**src/rtl/wait_pkg.sv**
```systemverilog
package wait_pkg;
  typedef enum logic [1:0] {
    REG_NONE = 2'd0,
    REG_RAM  = 2'd1,
    REG_ROM  = 2'd2,
    REG_VID  = 2'd3
  } region_e;

  function automatic int unsigned max3(int unsigned a, int unsigned b, int unsigned c);
    int unsigned m;
    m = (a > b) ? a : b;
    return (m > c) ? m : c;
  endfunction
endpackage

```
**src/rtl/region_decode.sv**
```systemverilog
module region_decode
  import wait_pkg::*;
#(
  parameter int unsigned ROM_WAITS      = 1,
  parameter int unsigned VID_WAITS      = 1,
  parameter int unsigned VID_HOLD_WAITS = 2,
  parameter int unsigned CNT_W          = 2
) (
  input  logic             fast_mode_i,
  input  logic             rd_ni,
  input  logic             rom_sel_i,
  input  logic             vid_sel_i,
  input  logic             ram_sel_i,
  input  logic             vid_hold_i,
  output logic             any_sel_o,
  output logic [CNT_W-1:0] need_o
);
  region_e region;

  // fixed precedence: rom > vid > ram
  always_comb begin
    if (rom_sel_i)      region = REG_ROM;
    else if (vid_sel_i) region = REG_VID;
    else if (ram_sel_i) region = REG_RAM;
    else                region = REG_NONE;
  end

  assign any_sel_o = (region != REG_NONE);

  always_comb begin
    need_o = '0;
    if (fast_mode_i) begin
      unique case (region)
        REG_ROM:  need_o = rd_ni ? '0 : CNT_W'(ROM_WAITS);
        REG_VID:  need_o = vid_hold_i ? CNT_W'(VID_HOLD_WAITS) : CNT_W'(VID_WAITS);
        REG_RAM:  need_o = '0;
        default:  need_o = '0;
      endcase
    end
  end
endmodule

```
**src/rtl/wait_counter.sv**
```systemverilog
module wait_counter #(
  parameter int unsigned CNT_W = 2
) (
  input  logic             clk_i,
  input  logic             rst_ni,
  input  logic             mreq_ni,
  input  logic             any_sel_i,
  input  logic [CNT_W-1:0] need_i,
  output logic             int_wait_no
);
  logic [CNT_W-1:0] cnt_q;
  logic             taken_q;
  logic             start;

  // one decision per memory cycle
  assign start = !mreq_ni && any_sel_i && !taken_q;

  always_ff @(posedge clk_i or negedge rst_ni) begin
    if (!rst_ni) begin
      cnt_q   <= '0;
      taken_q <= 1'b0;
    end else if (mreq_ni) begin
      cnt_q   <= '0;
      taken_q <= 1'b0;
    end else if (start) begin
      cnt_q   <= need_i;
      taken_q <= 1'b1;
    end else if (cnt_q != '0) begin
      cnt_q   <= cnt_q - 1'b1;
    end
  end

  assign int_wait_no = (cnt_q == '0);
endmodule

```
**src/rtl/region_wait_gen.sv**
```systemverilog
module region_wait_gen
  import wait_pkg::*;
#(
  parameter int unsigned ROM_WAITS      = 1,
  parameter int unsigned VID_WAITS      = 1,
  parameter int unsigned VID_HOLD_WAITS = 2
) (
  input  logic clk_i,
  input  logic rst_ni,
  input  logic fast_mode_i,
  input  logic mreq_ni,
  input  logic rd_ni,
  input  logic rom_sel_i,
  input  logic vid_sel_i,
  input  logic ram_sel_i,
  input  logic vid_hold_i,
  input  logic ext_wait_ni,
  output logic wait_no
);
  localparam int unsigned MAX_WAITS = max3(ROM_WAITS, VID_WAITS, VID_HOLD_WAITS);
  localparam int unsigned CNT_W     = (MAX_WAITS < 2) ? 1 : $clog2(MAX_WAITS + 1);

  logic             any_sel;
  logic [CNT_W-1:0] need;
  logic             int_wait_n;

  region_decode #(
    .ROM_WAITS     (ROM_WAITS),
    .VID_WAITS     (VID_WAITS),
    .VID_HOLD_WAITS(VID_HOLD_WAITS),
    .CNT_W         (CNT_W)
  ) i_decode (
    .fast_mode_i(fast_mode_i),
    .rd_ni      (rd_ni),
    .rom_sel_i  (rom_sel_i),
    .vid_sel_i  (vid_sel_i),
    .ram_sel_i  (ram_sel_i),
    .vid_hold_i (vid_hold_i),
    .any_sel_o  (any_sel),
    .need_o     (need)
  );

  wait_counter #(
    .CNT_W(CNT_W)
  ) i_counter (
    .clk_i      (clk_i),
    .rst_ni     (rst_ni),
    .mreq_ni    (mreq_ni),
    .any_sel_i  (any_sel),
    .need_i     (need),
    .int_wait_no(int_wait_n)
  );

  assign wait_no = int_wait_n & ext_wait_ni;
endmodule

```
**config.mk**
```make
export PLATFORM = sky130hd
export DESIGN_NAME = region_wait_gen
export DESIGN_NICKNAME = d
export VERILOG_FILES = /design/src/rtl/wait_pkg.sv /design/src/rtl/region_decode.sv /design/src/rtl/wait_counter.sv /design/src/rtl/region_wait_gen.sv
export SDC_FILE = /design/constraint.sdc
export NUM_CORES = 1
export LEC_CHECK = 0
export BUFFER_PORTS_ARGS = -buffer_cell sky130_fd_sc_hd__clkbuf_2
export CORE_AREA = 5 5 42 44
export CTS_BUF_LIST = sky130_fd_sc_hd__clkbuf_8
export CTS_CLUSTER_SIZE = 10
export DETAILED_ROUTE_END_ITERATION = 12
export DIE_AREA = 0 0 47 49
export SLEW_MARGIN = 10
export SYNTH_ARGS = -nofsm -noshare
export SYNTH_HDL_FRONTEND = slang
export SYNTH_SLANG_ARGS = --single-unit
```
**constraint.sdc**
```tcl
create_clock -name clk_i -period 1.1 [get_ports clk_i]
set_clock_uncertainty 0.05 [all_clocks]
set_input_delay 0.22 -clock clk_i [delete_from_list [all_inputs] [get_ports clk_i]]
set_output_delay 0.22 -clock clk_i [all_outputs]
set_load 0.05 [all_outputs]
```
Word-level counts from Yosys, hierarchy flattened
Cells that the tools add are included.
{ "classes": {"addsub": 1, "n_eq_ne": 2, "muxes": 12, "bitwise": 1, "reduce_logical": 9} }
{ "ops": {"columns": ["op", "n"], "rows": [
  ["2-to-1 mux 2 bit", 7],
  ["nonzero test 2 bit", 3],
  ["== test 2 bit, second input constant", 2],
  ["2-to-1 mux 1 bit", 4],
  ["one-hot mux 2 bit (2 select lines)", 1],
  ["nonzero test 3 bit", 1],
  ["logical AND 1 bit", 2],
  ["logical NOT 1 bit", 2],
  ["logical NOT 2 bit", 1],
  ["subtractor 2 x 1 -> 2 bit, second input constant", 1],
  ["AND 1 bit", 1]
]} }
{ "totals": {"register_bits": 3, "inputBits": 10, "output_inout_bits": 1, "word_cells": 27} }

Logic depth before layout (Yosys ltp)
{ "depth": {"ltp_word": 8, "depth_mapped": 6, "mapped_depth_nobuf": 6} }

Cells and area by module
A second synthesis with hierarchy kept.
{ "hier_totals": {"cells_unflattened": 22, "hier_area_um2": 212.7} }
{ "modules_own_cells": {"columns": ["module", "instances", "cells_each", "area_per_inst_um2", "seq_area_each_um2"], "rows": [
  ["wait_counter", 1, 16, 173.9, 75.1],
  ["region_decode", 1, 5, 32.5, 0.0],
  ["region_wait_gen", 1, 1, 6.3, 0.0]
]} }

Worst setup path before layout
No wires, ideal clock.
{ "synth_path": {"kind": "reg2out", "from": "register i_counter.cnt_q[0]", "to": "output wait_no", "arrival_time_ns": 1.048, "required_ns": 0.830, "slack_ns": -0.218, "path_stages_with_launch": 4, "path_buffers": 0, "path_cell_list": "dfrtp_1 -> inv_1 -> ha_1 -> and2_1"} }
{ "synth_between": {"elab_chain_cells": 2} }
{ "synth_lines": {"columns": ["element", "line", "source"], "rows": [
  ["start: declaration", "wait_counter.sv:11", "logic [CNT_W-1:0] cnt_q;"],
  ["start signal: assignment", "wait_counter.sv:26", "cnt_q <= need_i;"],
  ["start signal: assignment", "wait_counter.sv:29", "cnt_q <= cnt_q - 1'b1;"],
  ["logical NOT 2 bit", "wait_counter.sv:33", "assign int_wait_no = (cnt_q == '0);"],
  ["AND 1 bit", "region_wait_gen.sv:54", "assign wait_no = int_wait_n & ext_wait_ni;"],
  ["end: declaration", "region_wait_gen.sv:18", "output logic wait_no"]
]} }
No other way between the ends.

Final worst setup path
{ "layout_path": {"from": "register i_counter.cnt_q[1]", "to": "output wait_no"} }
Same word-level chain as after synthesis.

==> parameters.txt <==
Parameter                              Value

Floorplanning
  Horiz. Die Dim ... 47 µm
  IO Count ... 11
  Floorplan Core Area ... 0.00140 mm²
  Die area ... 0.00230 mm²
  Y dimension of the die ... 49 µm
  Std-Cell Rows ... 14
  Initial core utilization ... 0.146

Route
  WL final ... 482 µm
  Remaining number of nets flagged by the antenna check after routing ... 0
  Sum of met3 wire segment lengths after detailed routing ... 27 µm
  Iteration-0 DRC count of the detailed router ... 6
  Total via count in the routed design ... 229
  Routed wire per std cell ... 8.31 µm
  Met2 wire length ... 278 µm
  Vias/cell ... 3.95
  WL met1 ... 176 µm
  Top metal layer carrying routed signals ... met3
  DRC ... 0
  Number of detailed-route iterations in the first pass ... 2

Global routing
  Vias in the first global route ... 250
  First-pass GRT wire length ... 910 µm
  Pin count of the biggest net entering global routing ... 5
  Initial antenna violation count ... 0
  Gr usage total ... 0.0565
  Overflow left after global routing ... 0

STA
  Top achievable clock speed ... 734 MHz
  Min Hold Slack ... 0.139 ns
  Post-layout minimum cycle time ... 1.36 ns
  Period utilisation layout ... 1.24
  Final setup violation count ... 3
  Max_slew headroom ... 0.861
  Final worst slack ... -0.262 ns
  Final Max Tran Viols ... 0
  Transition at the pin with the smallest max-transition slack ... 0.207 ns
  Final Hold Viols ... 0
  Setup repair after global routing missed its margin ... yes

Critical path
  First element of the critical path ... i_counter.cnt_q[1]
  RR Startpoint ... i_counter.cnt_q[0]
  Max FO, Critical Path ... 2
  Slowest CP cell ... sky130_fd_sc_hd__dfrtp_1
  Arrival time of the worst setup path ... 1.09 ns
  Kind of capture point of the worst setup path ... output pin
  Delay of the slowest critical-path stage ... 0.36 ns
  CP Data Required Time ... 0.83 ns
  Count of cells along the worst register-to-register path ... 6
  Critical Setup Path Class ... flip-flop to output pin
  Startpoint class of the critical path ... flip-flop
  R2R Setup Slk ... -0.09 ns
  Cell Chain, Critical Path ... inv_1, ha_2, and2_4, clkbuf_16
  Worst reg2reg path endpoint ... i_counter.cnt_q[0]

Min path
  Startpoint of the worst hold path ... mreq_ni
  Worst Hold Class ... primary input to flip-flop
  Min-Delay Path Depth ... 2
  Worst hold endpoint ... i_counter.taken_q

Cells and area
  Number of nets in the layout ... 54
  Share of post-route cells with drive strength above 1 ... 0.548
  Post-synthesis to final-layout area growth ... 93.9%
  Total inserted antenna cells ... 0

Outcome
  Run status ... finished with violations
  Violated checks ... setup timing

Power
  IR Drop Worst-Case VDD ... 0.547 mV
  Static Leakage ... 0.197 nW
  Power per cell area ... 1490 mW/mm²

CTS
  Number of clock buffers inserted by TritonCTS ... 3
  Clock insertion delay at the later pin of the skew report ... 0.21 ns
  Deepest clock path buffer count ... 2
  TritonCTS clock tree ... yes
  H-tree lvl count ... 1
  Clock-pin slew reported for the worst setup and hold paths after clock tree synthesis ... 0.03 ns
  Clock Tree Root ... sky130_fd_sc_hd__clkbuf_8
  Clock sink total ... 3

Yosys
  Synth cell types ... 15
  Number of cells produced by synthesis ... 23
  Cell area after synthesis ... 204 µm²
  Total nets after synthesis ... 34
  Synthesized area per cell ... 8.87 µm²
  Synthesis-stage register bit count ... 3
  Synth warn ... 0
  Seq/Total Area, Yosys ... 0.368

Placed design
  Port Buffer Count ... 10
  Setup slack at placement ... -0.141 ns
  Final Wtd Congestion ... 0.679

Run
  Max-cap violation count ... 0
-- area by class of cell --
type                            instances  area (µm²)
Inverter                                3        11.3
Sequential cell                         3        75.1
Clock buffer                            3        41.3
Clock inverter                          1        3.75
Timing Repair Buffer                   15         110
Tap cell                               16        20.0
Fill cell                             157        1010
Multi-Input combinational cell         17         134
-- synth_stat cells --
library cell               n  share of area
sky130_fd_sc_hd__inv_1     3          0.055
sky130_fd_sc_hd__nor2_1    1          0.018
sky130_fd_sc_hd__nand2b_1  1          0.031
sky130_fd_sc_hd__dfrtp_1   3           0.37
sky130_fd_sc_hd__mux2i_1   1          0.049
sky130_fd_sc_hd__nand4_1   1          0.031
sky130_fd_sc_hd__nor3_4    1          0.080
sky130_fd_sc_hd__nand3_1   1          0.025
sky130_fd_sc_hd__nand2_1   1          0.018
sky130_fd_sc_hd__and2b_2   1          0.043
sky130_fd_sc_hd__o21ai_0   3          0.074
sky130_fd_sc_hd__ha_1      1          0.061
sky130_fd_sc_hd__and2_1    1          0.031
sky130_fd_sc_hd__xnor2_1   1          0.043
sky130_fd_sc_hd__a21oi_1   3          0.074
-- report_power, final --
part	switching (W)	internal, W
Combinational	0.0000706	0.0000948
Clock	0.0000629	0.000237
Sequential	0.00000500	0.000120
-- routing by layer --
metal	up-vias	track usage
met4	0	0.0276
met3	0	0.0443
met2	4	0.0860
met5	-	0
met1	109	0.0532
li1	116	-
-- worst max path at each step --
stage,to,depth (start not counted)
after CTS,wait_no,4
after floorplan,wait_no,3
after global routing,wait_no,4
after global placement,wait_no,4
final,wait_no,4
after detailed placement,wait_no,4
-- what timing repair did --
action / CTS / global route
setup buffers: 2 / 1
gates resized for setup: 8 / 0
endpoints found under the hold margin: 3 / 0
setup endpoints to repair: 3 / 3
pin swaps: 5 / 3
hold buffers: 1 / 0
-- worst max-delay path: cells and delay by family, from the launching register on --
kind	cells	cell delay [ns]
AND/OR/NAND/NOR	1	0.14
adder cells (fa/ha/maj)	1	0.17
buffers and inverters	2	0.21
flip-flops	1	0.36
-- sequential cells by signal, indices dropped and copies added (netlist names) --
name and flops:
i_counter.taken_q 1, i_counter.cnt_q 2
-- cells in the final DEF, fill, tap and decap left out --
master and instances:
sky130_fd_sc_hd__clkbuf_2 9, sky130_fd_sc_hd__inv_1 4, sky130_fd_sc_hd__buf_4 4, sky130_fd_sc_hd__a21oi_1 3, sky130_fd_sc_hd__clkbuf_8 3, sky130_fd_sc_hd__dfrtp_1 3
sky130_fd_sc_hd__o21ai_1 2, sky130_fd_sc_hd__and2_4 1, sky130_fd_sc_hd__nor3_4 1, sky130_fd_sc_hd__nand2b_1 1, sky130_fd_sc_hd__mux2i_1 1, sky130_fd_sc_hd__nor2_1 1
sky130_fd_sc_hd__nand3_1 1, sky130_fd_sc_hd__xnor2_2 1, sky130_fd_sc_hd__and2b_2 1, sky130_fd_sc_hd__nand4_1 1, sky130_fd_sc_hd__nand2_1 1, sky130_fd_sc_hd__o21ai_2 1
sky130_fd_sc_hd__ha_2 1, sky130_fd_sc_hd__dlygate4sd3_1 1, sky130_fd_sc_hd__clkbuf_16 1
-- metrics by stage --
stage / setup TNS, ns / instances / util / power, W / area, µm²
CTS: -0.546 / 58 / 0.285 / 0.000612 / 399
global route: -0.636 / 58 / 0.282 / 0.000637 / 395
finish: -0.416 / 58 / 0.282 / 0.000590 / 395
floorplan: -0.0189 / 23 / - / 0.000196 / 209
detailed placement: -0.349 / 51 / 0.210 / 0.000244 / 294
global placement: -0.328 / 51 / 0.210 / 0.000241 / 294
-- kinds of logic after synthesis --
logic type / Yosys count / synth area share
buffers and inverters: 3 / 0.0552
AO/OA/AOI/OAI: 6 / 0.147
AND/OR/NAND/NOR: 8 / 0.276
XOR/XNOR: 1 / 0.0430
flip-flops: 3 / 0.368
multiplexers: 1 / 0.0491
adder cells (fa/ha/maj): 1 / 0.0613
No activity file was read; power rests on OpenSTA's default activity.
